$ cat config.mk
export PLATFORM = sky130hd
export DESIGN_NAME = pwm_timer_unit
export DESIGN_NICKNAME = d
export VERILOG_FILES = /design/src/rtl/pwm_timer_pkg.sv /design/src/rtl/pwm_prescaler.sv /design/src/rtl/pwm_channel.sv /design/src/rtl/pwm_timer_unit.sv
export SDC_FILE = /design/constraint.sdc
export NUM_CORES = 2
export LEC_CHECK = 0
export BUFFER_PORTS_ARGS = -buffer_cell sky130_fd_sc_hd__buf_2
export CAP_MARGIN = 10
export CORE_ASPECT_RATIO = 1.5
export CORE_MARGIN = 4
export CORE_UTILIZATION = 30
export CTS_CLUSTER_DIAMETER = 40
export DETAILED_ROUTE_END_ITERATION = 10
export SLEW_MARGIN = 30
export SYNTH_ARGS = -nofsm -noshare
export SYNTH_HDL_FRONTEND = slang
export SYNTH_SLANG_ARGS = --single-unit
$ cat constraint.sdc
create_clock -name clk -period 5.9 [get_ports clk]
set_clock_uncertainty 0.1 [all_clocks]
set_input_delay 1.18 -clock clk [delete_from_list [all_inputs] [get_ports clk]]
set_output_delay 1.18 -clock clk [all_outputs]
set_load 0.1 [all_outputs]
$ cat src/rtl/pwm_timer_pkg.sv
package pwm_timer_pkg;

    localparam int REG_W    = 16;
    localparam int IDX_W    = 4;
    localparam int NUM_REGS = 10;
    localparam int PRE_W    = 6;
    localparam int STAT_W   = 2;

    typedef enum logic [IDX_W-1:0] {
        RI_CTRL = 4'd0,
        RI_MODE = 4'd1,
        RI_OUTC = 4'd2,
        RI_IEN  = 4'd3,
        RI_STAT = 4'd4,
        RI_CNT  = 4'd5,
        RI_CMPA = 4'd6,
        RI_CMPB = 4'd7,
        RI_CMPC = 4'd8,
        RI_CMPD = 4'd9
    } reg_idx_e;

    // control field positions
    localparam int         CLR_LSB   = 5;
    localparam logic [1:0] CLR_ON_B  = 2'b10;
    localparam logic [3:0] MODE_PWM  = 4'h2;
    localparam logic [3:0] OUT_LO_HI = 4'h2;

    typedef struct packed {
        logic [REG_W-1:0] cmp_a;
        logic [REG_W-1:0] cmp_b;
    } cmp_pair_t;

    // last prescaler count before a tick
    function automatic logic [PRE_W-1:0] div_limit(input logic [1:0] sel);
        case (sel)
            2'd0:    return PRE_W'(0);
            2'd1:    return PRE_W'(3);
            2'd2:    return PRE_W'(15);
            default: return PRE_W'(63);
        endcase
    endfunction

    // pin level for a given count: high from A up to the period end
    function automatic logic pwm_level(input logic [REG_W-1:0] cnt, input cmp_pair_t cp);
        return (cp.cmp_a < cp.cmp_b) && (cnt >= cp.cmp_a);
    endfunction

endpackage

$ cat src/rtl/pwm_prescaler.sv
module pwm_prescaler
    import pwm_timer_pkg::*;
(
    input  logic       clk,
    input  logic       rst,
    input  logic       run,
    input  logic [1:0] div_sel,
    output logic       tick
);
    logic [PRE_W-1:0] pre_q;
    logic [PRE_W-1:0] lim;

    assign lim  = div_limit(div_sel);
    assign tick = run && (pre_q >= lim);

    always_ff @(posedge clk) begin
        if (rst || !run) begin
            pre_q <= '0;
        end else if (pre_q >= lim) begin
            pre_q <= '0;
        end else begin
            pre_q <= pre_q + 1'b1;
        end
    end
endmodule

$ cat src/rtl/pwm_channel.sv
module pwm_channel
    import pwm_timer_pkg::*;
(
    input  logic             clk,
    input  logic             rst,
    input  logic             run,
    input  logic             wr_en,
    input  logic [IDX_W-1:0] reg_idx,
    input  logic [REG_W-1:0] wdata,
    output logic [REG_W-1:0] rd_data,
    output logic [REG_W-1:0] cnt_o,
    output logic             tick_o,
    output logic             pwm_o
);
    logic [REG_W-1:0]  ctrl_q, mode_q, outc_q, ien_q, cmpc_q, cmpd_q;
    logic [REG_W-1:0]  buf_a_q, buf_b_q;
    logic [REG_W-1:0]  cnt_q;
    logic [STAT_W-1:0] stat_q, stat_nxt;
    cmp_pair_t         act_q;
    logic              pin_q;
    logic              tick, hit_a, hit_b, clr_hit, pwm_sel;

    pwm_prescaler u_pre (
        .clk     (clk),
        .rst     (rst),
        .run     (run),
        .div_sel (ctrl_q[1:0]),
        .tick    (tick)
    );

    assign hit_a   = tick && (cnt_q == act_q.cmp_a);
    assign hit_b   = tick && (cnt_q == act_q.cmp_b);
    assign clr_hit = hit_b && (ctrl_q[CLR_LSB+1:CLR_LSB] == CLR_ON_B);
    assign pwm_sel = (mode_q[3:0] == MODE_PWM) && (outc_q[3:0] == OUT_LO_HI);

    // plain storage registers
    always_ff @(posedge clk) begin
        if (rst) begin
            ctrl_q  <= '0;
            mode_q  <= '0;
            outc_q  <= '0;
            ien_q   <= '0;
            cmpc_q  <= '0;
            cmpd_q  <= '0;
            buf_a_q <= '0;
            buf_b_q <= '0;
        end else if (wr_en) begin
            case (reg_idx)
                RI_CTRL: ctrl_q  <= wdata;
                RI_MODE: mode_q  <= wdata;
                RI_OUTC: outc_q  <= wdata;
                RI_IEN:  ien_q   <= wdata;
                RI_CMPA: buf_a_q <= wdata;
                RI_CMPB: buf_b_q <= wdata;
                RI_CMPC: cmpc_q  <= wdata;
                RI_CMPD: cmpd_q  <= wdata;
                default: ;
            endcase
        end
    end

    // active compare pair: follows the buffer while stopped or at a clear
    always_ff @(posedge clk) begin
        if (rst) begin
            act_q <= '0;
        end else if (!run || clr_hit) begin
            act_q <= '{cmp_a: buf_a_q, cmp_b: buf_b_q};
        end
    end

    // counter
    always_ff @(posedge clk) begin
        if (rst) begin
            cnt_q <= '0;
        end else if (wr_en && reg_idx == RI_CNT) begin
            cnt_q <= wdata;
        end else if (tick) begin
            cnt_q <= clr_hit ? '0 : cnt_q + 1'b1;
        end
    end

    // sticky match flags, cleared by writing zero
    always_comb begin
        stat_nxt = stat_q;
        if (wr_en && reg_idx == RI_STAT) begin
            stat_nxt = stat_q & wdata[STAT_W-1:0];
        end
        stat_nxt = stat_nxt | {hit_b, hit_a};
    end

    always_ff @(posedge clk) begin
        if (rst) stat_q <= '0;
        else     stat_q <= stat_nxt;
    end

    // output pin: held while stopped
    always_ff @(posedge clk) begin
        if (rst) begin
            pin_q <= 1'b0;
        end else if (run) begin
            pin_q <= pwm_sel ? pwm_level(cnt_q, act_q) : 1'b0;
        end
    end

    always_comb begin
        case (reg_idx)
            RI_CTRL: rd_data = ctrl_q;
            RI_MODE: rd_data = mode_q;
            RI_OUTC: rd_data = outc_q;
            RI_IEN:  rd_data = ien_q;
            RI_STAT: rd_data = REG_W'(stat_q);
            RI_CNT:  rd_data = cnt_q;
            RI_CMPA: rd_data = buf_a_q;
            RI_CMPB: rd_data = buf_b_q;
            RI_CMPC: rd_data = cmpc_q;
            RI_CMPD: rd_data = cmpd_q;
            default: rd_data = '0;
        endcase
    end

    assign cnt_o  = cnt_q;
    assign tick_o = tick;
    assign pwm_o  = pin_q;
endmodule

$ cat src/rtl/pwm_timer_unit.sv
module pwm_timer_unit
    import pwm_timer_pkg::*;
#(
    parameter int NUM_CH     = 4,
    parameter int ADDR_W     = 10,
    parameter int START_ADDR = 0,
    parameter int CH_BASE    = 64,
    parameter int CH_STRIDE  = 64
) (
    input  logic              clk,
    input  logic              rst,
    input  logic              bus_wr,
    input  logic              bus_rd,
    input  logic [ADDR_W-1:0] bus_addr,
    input  logic [REG_W-1:0]  bus_wdata,
    output logic [REG_W-1:0]  bus_rdata,
    output logic [NUM_CH-1:0] pwm_out
);
    localparam int OFF_W = $clog2(CH_STRIDE);
    localparam int SEL_W = ADDR_W - OFF_W;

    logic [ADDR_W-1:0]             rel;
    logic [SEL_W-1:0]              ch_sel;
    logic [IDX_W-1:0]              reg_idx;
    logic                          in_bank, reg_ok, map_ok, start_hit;
    logic [NUM_CH-1:0]             run_q;
    logic [NUM_CH-1:0]             ch_wr, ch_cnt_wr, ch_tick;
    logic [NUM_CH-1:0][REG_W-1:0]  ch_rd, ch_cnt;
    logic [REG_W-1:0]              rd_mux, rdata_q;

    // address decode
    assign rel       = bus_addr - ADDR_W'(CH_BASE);
    assign ch_sel    = rel[ADDR_W-1:OFF_W];
    assign reg_idx   = IDX_W'(rel[OFF_W-1:2]);
    assign in_bank   = (bus_addr >= ADDR_W'(CH_BASE)) && (ch_sel < SEL_W'(NUM_CH));
    assign reg_ok    = (rel[1:0] == 2'b00) && (rel[OFF_W-1:2] < (OFF_W-2)'(NUM_REGS));
    assign map_ok    = in_bank && reg_ok;
    assign start_hit = (bus_addr == ADDR_W'(START_ADDR));

    // shared run register
    always_ff @(posedge clk) begin
        if (rst) begin
            run_q <= '0;
        end else if (bus_wr && start_hit) begin
            run_q <= bus_wdata[NUM_CH-1:0];
        end
    end

    for (genvar g = 0; g < NUM_CH; g++) begin : g_ch
        assign ch_wr[g]     = bus_wr && map_ok && (ch_sel == SEL_W'(g));
        assign ch_cnt_wr[g] = ch_wr[g] && (reg_idx == RI_CNT);

        pwm_channel u_ch (
            .clk     (clk),
            .rst     (rst),
            .run     (run_q[g]),
            .wr_en   (ch_wr[g]),
            .reg_idx (reg_idx),
            .wdata   (bus_wdata),
            .rd_data (ch_rd[g]),
            .cnt_o   (ch_cnt[g]),
            .tick_o  (ch_tick[g]),
            .pwm_o   (pwm_out[g])
        );
    end

    always_comb begin
        rd_mux = '0;
        if (start_hit) begin
            rd_mux = REG_W'(run_q);
        end else if (map_ok) begin
            for (int i = 0; i < NUM_CH; i++) begin
                if (ch_sel == SEL_W'(i)) rd_mux = ch_rd[i];
            end
        end
    end

    always_ff @(posedge clk) begin
        if (rst) begin
            rdata_q <= '0;
        end else if (bus_rd) begin
            rdata_q <= rd_mux;
        end
    end

    assign bus_rdata = rdata_q;
endmodule

==> results_dict.tcl <==
set metrics [dict create \
    slew_headroom_pct 28.1 \
    cp_cell_sequence "buf_2 -> buf_4 -> and2b_1 -> nand2_1 -> nor2_2 -> nand2_1 -> a21oi_1" \
    worstPathRequired_ns 6.40 \
    nets 4901 \
    track_usage_pct 24.9 \
    syn_inst 4860 \
    drive_gt1_share_pct 9.39 \
    endpoint_kind "register" \
    crit_path_frequent_cell "nand2_1" \
    p_int_w 0.00882 \
    p_leak_nw 15.1 \
    boundaryPins 50 \
    grt_pass1_wl_mm 247 \
    synth_flop_cell "dfxtp_1" \
    synth_area_um2 38600 \
    status "complete, no violations" \
    drt-initial-drc-count 4389 \
    max_slew.worst_pin.slew_ns 1.07 \
    drt-total-wl_mm 173 \
    die_h_um 447 \
    yosysMostFrequentCell "nand2_1" \
    yosysWarnings 0 \
    worst_slack_ns 1.73 \
    grt_max_degree 227 \
    cts_max_level 3 \
    power.switching_w 0.00316 \
    vdd_ir_drop_max_uv 210 \
    dieArea_um2 134000 \
    wl_per_cell_um 26.7 \
    combPwrFrac_pct 5.6 \
    cts_setup_buffers 0 \
    antenna_found_initial 10 \
    critPathKind "in -> reg" \
    hpwl_mm 118 \
    yosys-top-cells-count "1150 x nand2_1, 760 x dfxtp_1, 639 x a21oi_1, 243 x nor2_1, 229 x clkbuf_1" \
    synth_top_area_share_pct 39.4 \
    cts_root_buffer "clkbuf_16" \
    cpMaxStageDelayCell "nor2_2" \
    coreArea_um2 127000 \
    worstReg2RegStart "g_ch[3].u_ch.cnt_o[6]$_SDFFE_PP0P_" \
    cts_tree "built" \
    start_util_pct 30.3 \
    utilization_pct 34.0 \
    yosysTopAreaCell "dfxtp_1" \
    cts_sinks 760 \
    ant_nets 0 \
    ctsResizeCount 0 \
    route.met2.wl_mm 78.1 \
    wl_met3_mm 15.8 \
    r2r_slack_ns 2.51 \
    dr.max_layer_used "met5" \
    max_stage_delay_ns 0.87 \
    crit_end "g_ch[2].u_ch.cmpc_q[14]$_SDFFE_PP0P_" \
    grt_pass1_vias 35200 \
    fin_crit_ns 4.17 \
    cp-startpoint "bus_addr[5]" \
    cts_hold_buf 0 \
    cap_violations 0 \
    seqPwrFrac_pct 43.0 \
    pre_cts_ws_ns 1.40 \
    hp-class "reg -> reg" \
    clk_pin_slew_ns 0.06 \
    grt-ovfl-total 0 \
    dr.pass1.iters 6 \
    rsz0062_at_grt "no" \
    die_w_um 301 \
    worstPathArrival_ns 4.67 \
    area_growth_pct 12.3 \
    cts_made_buffers 94 \
    p_clk_share_pct 51.4 \
    critPathMaxFanout 24 \
    reg2reg_to "g_ch[3].u_ch.act_q[29]$_SDFFE_PP0P_" \
    ys_seq_area_share_pct 39.4 \
    ys_types 98 \
    vias 37000 \
    fin_crit_sh_pct 70.7 \
    syn_nets 5046 \
    syn_area_per_cell_um2 7.94 \
    reg2reg_depth 6 \
    setup_viol 0 \
    hold_viol 0 \
    clk_latency_ns 0.70 \
    final_cells 6498 \
    drc 0 \
    routed_via_density 5.70 \
    synth-async-reset-ratio_pct 0 \
    slew_viol_final 0 \
    sw_frac_of_total_pct 26.4 \
    cts_buffer_depth 3 \
    synth_area_leaders "dfxtp_1 39%, nand2_1 11%, a21oi_1 8.3%" \
    ys_ff_latch 760 \
    gp_congestion 1.08 \
    tns_ns 0 \
    numPortBuffers 49 \
    startpoint_type "primary input" \
    placed_cells 6319 \
    clock.fmax_ghz 0.240 \
    drt-met1-wl_mm 61.5 \
    rows 160 \
    synth-edff-count 0 \
    power.density_nw_per_um2 276 \
]
==> logic make-up (layout without fill, tap and decap cells) <==
family | Yosys count | count (layout) | share of synthesized area (%)
adders and majority gates | 156 | 156 | 5.06
other | 0 | 6 | 0
DFF | 760 | 760 | 39.4
AOI/OAI and AO/OA | 1225 | 1225 | 19.4
buffers and inverters | 546 | 477 | 6.15
muxes | 234 | 234 | 6.28
xor gates and xnor gates | 99 | 99 | 2.25
and+or+nand+nor | 1840 | 1840 | 21.4
==> how the worst min path moves through the flow <==
stage,startpoint,endpoint,slack (ns),cells after the start
global placement,g_ch[0].u_ch.ien_q[6]$_SDFFE_PP0P_,g_ch[0].u_ch.ien_q[6]$_SDFFE_PP0P_,0.34,2
floorplan,g_ch[0].u_ch.u_pre.pre_q[0]$_SDFF_PP0_,g_ch[0].u_ch.u_pre.pre_q[0]$_SDFF_PP0_,0.33,1
CTS,g_ch[0].u_ch.ien_q[6]$_SDFFE_PP0P_,g_ch[0].u_ch.ien_q[6]$_SDFFE_PP0P_,0.35,2
finish,g_ch[0].u_ch.ien_q[6]$_SDFFE_PP0P_,g_ch[0].u_ch.ien_q[6]$_SDFFE_PP0P_,0.35,2
detailed placement,g_ch[0].u_ch.ien_q[6]$_SDFFE_PP0P_,g_ch[0].u_ch.ien_q[6]$_SDFFE_PP0P_,0.34,2
global route,g_ch[1].u_ch.mode_q[6]$_SDFFE_PP0P_,g_ch[1].u_ch.mode_q[6]$_SDFFE_PP0P_,0.37,2
==> power groups by stage <==
stage                     registers [W]  logic [W]  clock network, W
final                           0.00515   0.000666           0.00615
after global routing            0.00515   0.000663           0.00639
after CTS                       0.00515   0.000625           0.00619
after detailed placement        0.00527   0.000625                 0
after global placement          0.00527   0.000623                 0
after floorplan                 0.00526   0.000330                 0
==> area by class of cell <==
type / instances / area (µm²)
Sequential cell: 760 / 15200
Clock buffer: 111 / 2550
Clock inverter: 61 / 733
Tap cell: 1701 / 2130
Antenna cell: 6 / 15.0
Fill cell: 13300 / 84000
Inverter: 160 / 601
Multi-Input combinational cell: 3554 / 21000
Timing Repair Buffer: 145 / 1040
==> per-stage QoR <==
step           power (W)  hold slack [ns]  cell area [µm²]
2_1_floorplan    0.00559            0.330            38600
3_3_place_gp     0.00589            0.338            40000
3_5_place_dp     0.00589            0.342            40000
4_1_cts           0.0120            0.351            43300
5_1_grt           0.0122            0.368            43300
6_report          0.0120            0.352            43300
==> placed cells by master, fill, tap and decap left out, drive strengths merged, types with 36 or more instances in the layout <==
cell type / instances
clkbuf: 111
inv: 175
nand4: 59
buf: 145
nor3: 36
nand2: 1177
o22ai: 43
ha: 156
a21oi: 640
mux2i: 216
dfxtp: 760
xor2: 49
xnor2: 50
o21ai: 122
a22oi: 146
nand3: 82
nor2: 280
==> sequential cells by signal, summed over array words and instances, names as in the netlist <==
| register | cells |
|---|---|
| bus_rdata | 16 |
| g_ch.u_ch.buf_b_q | 64 |
| g_ch.u_ch.act_q | 128 |
| g_ch.u_ch.ctrl_q | 64 |
| run_q | 4 |
| g_ch.u_ch.ien_q | 64 |
| g_ch.u_ch.mode_q | 64 |
| g_ch.u_ch.pwm_o | 4 |
| g_ch.u_ch.outc_q | 64 |
| g_ch.u_ch.buf_a_q | 64 |
| g_ch.u_ch.cmpd_q | 64 |
| g_ch.u_ch.cmpc_q | 64 |
| g_ch.u_ch.u_pre.pre_q | 24 |
| g_ch.u_ch.stat_q | 8 |
| g_ch.u_ch.cnt_o | 64 |
==> critical path, delay by kind of cell <==
family | cells | cell delay, ns
buf+inv | 2 | 0.99
compound gates | 1 | 0.17
simple gates | 4 | 2.25
==> per-layer routing <==
layer	up-vias	global-route usage, %
met4	2	22.0
li1	16600	-
met3	731	5.09
met5	-	0
met1	17600	28.0
met2	2123	39.8
Power figures use the tool's default switching activity.
